### src/rtl/updn_pkg.sv
package updn_pkg;
  // Per-cycle commands from the control half to the count register.
  typedef struct packed {
    logic clear;
    logic load;
    logic incr;
    logic decr;
  } cntCmd_t;
endpackage

### src/rtl/updn_ctrl.sv
module updn_ctrl
  import updn_pkg::*;
(
  input  logic    clk,
  input  logic    masterClr,
  input  logic    loadN,
  input  logic    upStb,
  input  logic    dnStb,
  output cntCmd_t cmd,
  output logic    upLvl,
  output logic    dnLvl
);
  localparam int NSTB = 2;

  logic [NSTB-1:0] stbNow;
  logic [NSTB-1:0] stbLast;
  logic [NSTB-1:0] stbRise;

  assign stbNow = {dnStb, upStb};

  // Sampling runs without any override, so the history stays live
  // through clear and load.
  for (genvar i = 0; i < NSTB; i++) begin : g_edge
    logic lastQ;
    always_ff @(posedge clk) lastQ <= stbNow[i];
    assign stbLast[i] = lastQ;
    assign stbRise[i] = stbNow[i] & ~lastQ;
  end

  always_comb begin
    cmd.clear = masterClr;
    cmd.load  = ~masterClr & ~loadN;
    cmd.incr  = stbRise[0] & ~stbRise[1];
    cmd.decr  = stbRise[1] & ~stbRise[0];
  end

  assign upLvl = stbLast[0];
  assign dnLvl = stbLast[1];
endmodule

### src/rtl/updn_datapath.sv
module updn_datapath
  import updn_pkg::*;
#(
  parameter int WIDTH = 4
) (
  input  logic             clk,
  input  cntCmd_t          cmd,
  input  logic [WIDTH-1:0] dataIn,
  input  logic             upLvl,
  input  logic             dnLvl,
  output logic [WIDTH-1:0] count,
  output logic             carryN,
  output logic             borrowN
);
  localparam logic [WIDTH-1:0] TOPV = {WIDTH{1'b1}};
  localparam logic [WIDTH-1:0] ONEV = WIDTH'(1);

  logic [WIDTH-1:0] cntQ;

  always_ff @(posedge clk) begin
    if (cmd.clear)     cntQ <= '0;
    else if (cmd.load) cntQ <= dataIn;
    else if (cmd.incr) cntQ <= cntQ + ONEV;
    else if (cmd.decr) cntQ <= cntQ - ONEV;
  end

  assign count   = cntQ;
  assign carryN  = ~((cntQ == TOPV) & ~upLvl);
  assign borrowN = ~((cntQ == '0) & ~dnLvl);
endmodule

### src/rtl/dual_strobe_counter.sv
module dual_strobe_counter
  import updn_pkg::*;
#(
  parameter int WIDTH = 4
) (
  input  logic             clk,
  input  logic             masterClr,
  input  logic             loadN,
  input  logic [WIDTH-1:0] dataIn,
  input  logic             upStb,
  input  logic             dnStb,
  output logic [WIDTH-1:0] count,
  output logic             carryN,
  output logic             borrowN
);
  cntCmd_t cmd;
  logic    upLvl;
  logic    dnLvl;

  updn_ctrl u_ctrl (
    .clk      (clk),
    .masterClr(masterClr),
    .loadN    (loadN),
    .upStb    (upStb),
    .dnStb    (dnStb),
    .cmd      (cmd),
    .upLvl    (upLvl),
    .dnLvl    (dnLvl)
  );

  updn_datapath #(.WIDTH(WIDTH)) u_dp (
    .clk    (clk),
    .cmd    (cmd),
    .dataIn (dataIn),
    .upLvl  (upLvl),
    .dnLvl  (dnLvl),
    .count  (count),
    .carryN (carryN),
    .borrowN(borrowN)
  );
endmodule

### config.mk
export PLATFORM = sky130hd
export DESIGN_NAME = dual_strobe_counter
export DESIGN_NICKNAME = d
export VERILOG_FILES = /design/src/rtl/updn_pkg.sv /design/src/rtl/updn_ctrl.sv /design/src/rtl/updn_datapath.sv /design/src/rtl/dual_strobe_counter.sv
export SDC_FILE = /design/constraint.sdc
export NUM_CORES = 1
export LEC_CHECK = 0
export ABC_AREA = 1
export BUFFER_PORTS_ARGS = -buffer_cell sky130_fd_sc_hd__buf_2
export CORE_AREA = 2 2 39 41
export DETAILED_ROUTE_END_ITERATION = 10
export DIE_AREA = 0 0 41 43
export PLACE_DENSITY = 0.56
export REMOVE_ABC_BUFFERS = 1
export SETUP_SLACK_MARGIN = 0.15
export SLEW_MARGIN = 20
export SYNTH_ARGS = -nofsm -noshare
export SYNTH_HDL_FRONTEND = slang
export SYNTH_SLANG_ARGS = --single-unit
### constraint.sdc
create_clock -name clk -period 1.9 [get_ports clk]
set_input_delay 0.38 -clock clk [delete_from_list [all_inputs] [get_ports clk]]
set_output_delay 0.38 -clock clk [all_outputs]
set_load 0.05 [all_outputs]
# Word level (Yosys, flattened, before mapping)
# Cells that the tools add are included.
[word_totals]
ff_bits = 6
[classes]
add_sub_neg = 2
n_eq_ne = 1
mux = 3
bitwise_logic = 15
reduce_logical = 2
[ops]
columns = ["cell", "n"]
rows = [
  ["4-bit two-way mux", 3],
  ["1-bit inverter", 8],
  ["1-bit AND", 7],
  ["4-bit by 1-bit adder with 4-bit output (second input constant)", 1],
  ["4-bit equality test (second input constant)", 1],
  ["4-bit logical NOT", 1],
  ["4-bit by 1-bit subtractor with 4-bit output (second input constant)", 1],
  ["3-bit nonzero test", 1],
]

# Logic depth before layout (Yosys ltp)
# Gate-level depths: netlist of the first run.
[depth]
word_depth = 7
mapped_depth = 12
mapped_depth_nobuf = 12

# Modules after synthesis
# Synthesis of the first run repeated with hierarchy kept, for this count alone.
[unflattened]
hier_cells = 63
hier_area_um2 = 415.4
[modules_own_cells]
columns = ["module", "instances", "cells_each", "area_per_inst_um2"]
rows = [
  ["updn_datapath", 1, 49, 326.6],
  ["updn_ctrl", 1, 14, 88.8],
]

# Worst setup path after synthesis of the first run
# OpenSTA, ideal clock, no wires.
[synth_timing]
path_type = "reg-to-output"
from = "register u_dp.cntQ[3] (netlist: u_dp.count[3])"
to = "output port carryN"
arrival_ns = 1.360
setup_slack_ns = 0.160
path_stages_with_launch = 4
n_path_buf = 0
cell_sequence = "dfxtp_1 -> inv_1 -> nor3_1 -> nand3_1"
[synth_via]
elab_chain_cells = 3
[synth_lines]
columns = ["item", "line", "text"]
rows = [
  ["start, declared", "updn_datapath.sv:18", "logic [WIDTH-1:0] cntQ;"],
  ["start signal, assigned", "updn_datapath.sv:22", "else if (cmd.load) cntQ <= dataIn;"],
  ["start signal, assigned", "updn_datapath.sv:23", "else if (cmd.incr) cntQ <= cntQ + ONEV;"],
  ["start signal, assigned", "updn_datapath.sv:24", "else if (cmd.decr) cntQ <= cntQ - ONEV;"],
  ["4-bit equality test", "updn_datapath.sv:28", "assign carryN = ~((cntQ == TOPV) & ~upLvl);"],
  ["1-bit AND", "updn_datapath.sv:28", ""],
  ["1-bit inverter", "updn_datapath.sv:28", ""],
  ["end, declared", "dual_strobe_counter.sv:13", "output logic carryN,"],
]
# Every way passes these cells.

# Worst setup path in the final report of the first run
[layout_timing]
from = "register u_ctrl.g_edge[0].lastQ (netlist: u_ctrl.upLvl)"
to = "register u_dp.cntQ[3] (netlist: u_dp.count[3])"
[layout_via]
elab_chain_cells = 5
word_cells_on_any_way = 8
cone_classes = "mux (2); bitwise (5); reduce/logical (1)"
[layout_lines]
columns = ["item", "line", "text"]
rows = [
  ["start, declared", "updn_ctrl.sv:24", "logic lastQ;"],
  ["start signal, assigned", "updn_ctrl.sv:25", "always_ff @(posedge clk) lastQ <= stbNow[i];"],
  ["1-bit inverter (*)", "updn_ctrl.sv:27", "assign stbRise[i] = stbNow[i] & ~lastQ;"],
  ["1-bit AND (*)", "updn_ctrl.sv:27", ""],
  ["1-bit AND / 1-bit inverter (equally long branches)", "updn_ctrl.sv:33, updn_ctrl.sv:34", ""],
  ["4-bit two-way mux / 1-bit AND (equally long branches)", "updn_datapath.sv:23, updn_ctrl.sv:34", ""],
  ["4-bit two-way mux / 3-bit nonzero test (equally long branches)", "n/a", ""],
]
# Every way passes the cells marked *; elsewhere a longest branch is shown, timed or not.
# A chain may end at the register's enable or synchronous reset.

==> results.cfg, run 1 <==
[critical_path]
cp_max_fo = 3
crit_path_frequent_cell = nand2_1
critPathSlowestCell = dfxtp_1
ff2ff_path_depth = 10
worstSetupStartpointType = flip-flop
crit_chain = nor2_1, ha_1, inv_2, ha_1, or2_1, nand2_1, nand2_1, nand3_1, nand2_1, a21oi_2
slowest_delay_ns = 0.31
worstSetupPathType = reg -> reg
crit_required_ns = 2.09
worstPathArrival_ns = 1.79
cp_num_buf_inv = 1
crit_path_end_kind = flip-flop
cpLargestDelayFamily = simple AND/OR/NAND/NOR gates
worstSetupPathDepth = 10

[floorplan]
ios = 15
die_w_um = 41
die_area_mm2 = 0.00176
num_rows = 14
core_region_area_mm2 = 0.00138
initial_utilization = 0.286
die_h_um = 43

[run]
maxCapViolCount = 0

[timing]
rsz0062_at_grt = false
max_slew.worst_pin.slew_ns = 0.256
slew_headroom = 0.829
hold_ws_ns = 0.248
slew_viol_final = 0
hold_violations = 0
fin_skew_ns = 0.00390
fin_crit_ns = 1.61
min_period_over_period = 0.846
fmax_mhz = 622
setup_tns_ns = 0
setup_viol = 0

[global_route]
antenna_found_initial = 0
grt_max_degree = 7
grt_pass1_wl_mm = 1.30
grt_pass1_vias = 319
grt_overflow = 0
grt_use_total = 0.115

[clocking]
cts_buffers = 3
clockRootBuffer = clkbuf_4
cts_buffer_depth = 2
clock_latency_ns = 0.25
cts_tree = yes
htreeDepth = 1
clkTransAtPathRegs_ns = 0.05
cts_sinks = 6
cts_hold_buf = 0

[place]
numPortBuffers = 14
place_congestion = 0.688
placed_cells = 87
dpl_cell_area_um2 = 485
hpwlAfterDp_um = 665

[power]
p_sw_uw = 171
internal_power_uw = 270
power_frac_comb = 0.375
peakVddDrop_mv = 0.331
power.leakage_nw = 0.276
swShare = 0.388
power_density_mw_per_mm2 = 855
clkPwrFrac = 0.275
sequentialPowerShare = 0.350

[finish]
layout_commonest_cell = buf_2
final_cell_mix = buf_2, nand2_1, inv_1
finalNonFillerCells = 91
postLayoutCoreUtil = 0.373
seq_area_um2 = 120
drive_gt1_frac = 0.280
num-nets-final = 90
fillCellCount = 154
antenna_cells = 0
design_area_um2 = 515
area_growth_pct = 30.4
multiInputGateArea_um2 = 234

[route]
drcViolationCount = 0
ant_nets = 0
drt-total-wl_um = 810
vias = 394
routed_via_density = 4.33
first_pass_iters = 4
wire_per_inst_um = 8.90
drtIter0Drc = 7

[min_path]
hold_path.class = in -> reg
hold_depth = 1

[outcome]
status = finished clean

[logic_synthesis]
synth_area_per_cell_um2 = 6.94
syn_inst = 57
syn_area_um2 = 395
yosys_warnings = 0
seq_area_frac_synth = 0.304
yosysUniqueCellTypes = 18
ys_ff_latch = 6
==> final cells by class <==
class / instances / share of cell area
tap: 16 / 0.0388
multi-input combinational: 40 / 0.454
inverter: 11 / 0.0801
clock buffer: 3 / 0.0437
sequential: 6 / 0.233
timing repair buffer: 15 / 0.150
==> through the flow <==
step	power (mW)	setup WS, ns
3_5_place_dp	0.321	0.0874
4_1_cts	0.446	0.233
5_1_grt	0.478	0.165
2_1_floorplan	0.282	0.160
6_report	0.441	0.293
3_3_place_gp	0.321	0.0907
==> power by group through the flow <==
stage | sequential (mW) | combinational, mW | clock, mW
2_1_floorplan | 0.189 | 0.0927 | 0
3_3_place_gp | 0.157 | 0.164 | 0
3_5_place_dp | 0.157 | 0.164 | 0
4_1_cts | 0.155 | 0.165 | 0.126
5_1_grt | 0.157 | 0.186 | 0.134
6_report | 0.154 | 0.165 | 0.121
==> cell families (layout without fill, tap and decap cells) <==
group / Yosys count / count (layout) / share of synthesized area
simple gates: 27 / 27 / 0.291
buf+inv: 11 / 29 / 0.104
compound gates: 7 / 7 / 0.111
flops: 6 / 6 / 0.304
fa+ha+maj: 4 / 4 / 0.146
xor+xnor: 2 / 2 / 0.0443
==> cells in the mapped netlist (all sizes together) <==
cell | n | area, µm²
a21oi | 3 | 18.8
dfxtp | 6 | 120
xnor2 | 1 | 8.76
xor2 | 1 | 8.76
fa | 1 | 20.0
nor3 | 2 | 10.0
or2 | 1 | 6.26
inv | 11 | 41.3
ha | 3 | 37.5
o21ai | 2 | 10.0
nand3 | 5 | 25.0
nand2 | 13 | 48.8
o21a | 1 | 7.51
o211ai | 1 | 7.51
nor2 | 6 | 25.0
==> state kept, by name, indices dropped and copies added, names as in the netlist <==
register	count
u_ctrl.dnLvl	1
u_ctrl.upLvl	1
u_dp.count	4
==> layer usage <==
metal / routed length [µm] / GRT usage / up-vias / share of wire
li1: - / - / 216 / -
met5: 0 / 0 / - / 0
met3: 66 / 0.0785 / 5 / 0.081
met1: 389 / 0.139 / 161 / 0.48
met2: 341 / 0.147 / 12 / 0.42
met4: 13 / 0.0600 / 0 / 0.016
==> worst paths after layout <==
path / startpoint / slack (ns) / endpoint
max: u_ctrl.upLvl / 0.29 / u_dp.count[3]
min: upStb / 0.25 / u_ctrl.upLvl
max reg2reg: u_ctrl.upLvl / 0.29 / u_dp.count[3]
min reg2reg: u_dp.count[3] / 0.53 / u_dp.count[3]
==> what timing repair did <==
item	in CTS	in global routing
buffers inserted	0	1
resized for setup	0	1
endpoints found under the setup margin	0	2
(Power assumes the default switching activity.)
==> run 2: changes to the inputs <==
--- a/config.mk
+++ b/config.mk
@@ -10,7 +10,7 @@
 export CORE_AREA = 2 2 39 41
 export DETAILED_ROUTE_END_ITERATION = 10
 export DIE_AREA = 0 0 41 43
-export PLACE_DENSITY = 0.56
+export PLACE_DENSITY = 0.58
 export REMOVE_ABC_BUFFERS = 1
 export SETUP_SLACK_MARGIN = 0.15
 export SLEW_MARGIN = 20
==> constraint.sdc (replaced) <==
create_clock -name clk -period 1.3 [get_ports clk]
set_input_delay 0.26 -clock clk [delete_from_list [all_inputs] [get_ports clk]]
set_output_delay 0.26 -clock clk [all_outputs]
set_load 0.05 [all_outputs]
==> run 2 against run 1 <==
The run now ends with negative setup slack left. Critical path depth decreased by 1. Critical path type unchanged. Clock power rose by 42%. Die area unchanged. Routed wire length grew 17%. Clock skew is 0.0011 ns lower.
==> results.cfg, run 2 (same netlist as run 1, synthesis figures left out) <==
[outcome]
status = finished, violations left
violations = negative setup slack

[timing]
slew_headroom = 0.840
fin_ws_ns = -0.199
fmax_mhz = 667
fin_crit_ns = 1.50
setup_viol = 5
max_slew.worst_pin.slew_ns = 0.239
min_period_over_period = 1.15
slew_viol_final = 0
hold_ws_ns = 0.136
rsz0062_at_grt = true
hold_violations = 0
fin_skew_ns = 0.00282

[route]
wire_per_inst_um = 9.36
drtIter0Drc = 4
drcViolationCount = 0
routed_via_density = 4.51
ant_nets = 0
vias = 456
first_pass_iters = 4
drt-total-wl_um = 945

[finish]
drive_gt1_frac = 0.588
fillCellCount = 132
postLayoutCoreUtil = 0.528
final_cell_mix = inv_1, nand2_1, buf_4
num-nets-final = 100
antenna_cells = 0
area_growth_pct = 84.8
finalNonFillerCells = 101
largest_register_ffs = 4

[global_route]
grt_overflow = 0
antenna_found_initial = 0
grt_pass1_vias = 468
grt_pass1_wl_mm = 1.77
grt_use_total = 0.148
grt_max_degree = 6

[clocking]
cts_sinks = 6
cts_buffer_depth = 2
clock_latency_ns = 0.24
cts_hold_buf = 0
htreeDepth = 1
clockRootBuffer = clkbuf_4
clkTransAtPathRegs_ns = 0.05
cts_buffers = 3
cts_tree = yes

[floorplan]
die_w_um = 41
initial_utilization = 0.286
die_area_mm2 = 0.00176
ios = 15
core_region_area_mm2 = 0.00138
num_rows = 14
die_h_um = 43

[critical_path]
crit-reg2reg-launch = u_ctrl.upLvl
slowest_delay_ns = 0.35
worstSetupPathType = reg -> reg
cp_num_buf_inv = 2
regToRegSetupSlack_ns = -0.20
cpLargestDelayFamily = adder cells
ff2ff_path_depth = 9
cp_max_fo = 3
worstSetupPathDepth = 9
worstPathArrival_ns = 1.64
critPathSlowestCell = fa_2
crit_required_ns = 1.44
worstSetupStartpointType = flip-flop
crit_chain = nor2_4, ha_4, inv_4, fa_2, xnor2_2, nand2_1, o21a_1, o21ai_1, inv_1
r2r-end = u_dp.count[2]
crit_path_end_kind = flip-flop

[power]
power_frac_comb = 0.498
internal_power_uw = 497
power.leakage_nw = 0.354
sequentialPowerShare = 0.283
power_density_mw_per_mm2 = 1070
power.total_uw = 783
clkPwrFrac = 0.219
swShare = 0.366
peakVddDrop_mv = 0.517
p_sw_uw = 287

[place]
placed_cells = 95
numPortBuffers = 14
place_ws_ns = -0.390
hpwlAfterDp_um = 723
place_congestion = 0.771

[min_path]
hold_depth = 1
whs_endpoint = u_ctrl.upLvl
min_from = upStb
hold_path.class = in -> reg

[run]
maxCapViolCount = 0
run 2: changes by cell type in the layout (fill, tap and decap cells not counted), sizes merged:
cell / change
buf: +10
run 2: repair_timing:
| item | 4_1_cts | 5_1_grt |
|---|---|---|
| pin swaps | 14 | 4 |
| setup buffers | 2 | 1 |
| endpoints found under the setup margin | 10 | 9 |
| resized for setup | 29 | 10 |
run 2: cell type report:
class / instances / area [µm²] / area share
Timing Repair Buffer: 25 / 205 / 0.281
Multi-Input combinational cell: 40 / 314 / 0.430
Sequential cell: 6 / 125 / 0.171
Inverter: 11 / 43.8 / 0.0599
Clock buffer: 3 / 22.5 / 0.0308
Tap cell: 16 / 20.0 / 0.0274
run 2: worst max-delay path by stage:
stage / slack, ns / startpoint / to
finish: -0.20 / u_ctrl.upLvl / u_dp.count[2]
global route: -0.28 / u_ctrl.dnLvl / u_dp.count[3]
CTS: -0.20 / u_ctrl.dnLvl / u_dp.count[3]
detailed placement: -0.39 / upStb / u_dp.count[3]
global placement: -0.37 / upStb / u_dp.count[2]
floorplan: -0.32 / u_dp.count[3] / carryN
run 2: worst register-to-register path, delay by kind of cell (launching register included):
kind / cells / cell delay [ns]
AND/OR/NAND/NOR: 2 / 0.15
flip-flops: 1 / 0.32
buffers and inverters: 2 / 0.09
XOR/XNOR: 1 / 0.12
AO/OA/AOI/OAI: 2 / 0.21
adder cells (fa/ha/maj): 2 / 0.51
run 2: routing by layer:
layer / vias up / GRT usage / wire (µm)
met3: 2 / 0.0314 / 43
met5: - / 0 / 0
met4: 0 / 0.100 / 11
met1: 209 / 0.162 / 398
li1: 236 / - / -
met2: 9 / 0.238 / 491
run 2: power groups by stage:
stage                     logic, mW  clock network [mW]  registers [mW]
final                         0.390               0.172           0.222
after floorplan               0.135                   0           0.277
after global routing          0.429               0.188           0.224
after detailed placement      0.285                   0           0.219
after global placement        0.280                   0           0.218
after CTS                     0.343               0.177           0.222
run 2: metrics by stage:
stage	area (µm²)	setup TNS (ns)
after global routing	731	-1.19
after floorplan	395	-1.34
after global placement	546	-0.993
final	731	-0.760
after detailed placement	546	-1.04
after CTS	687	-0.773
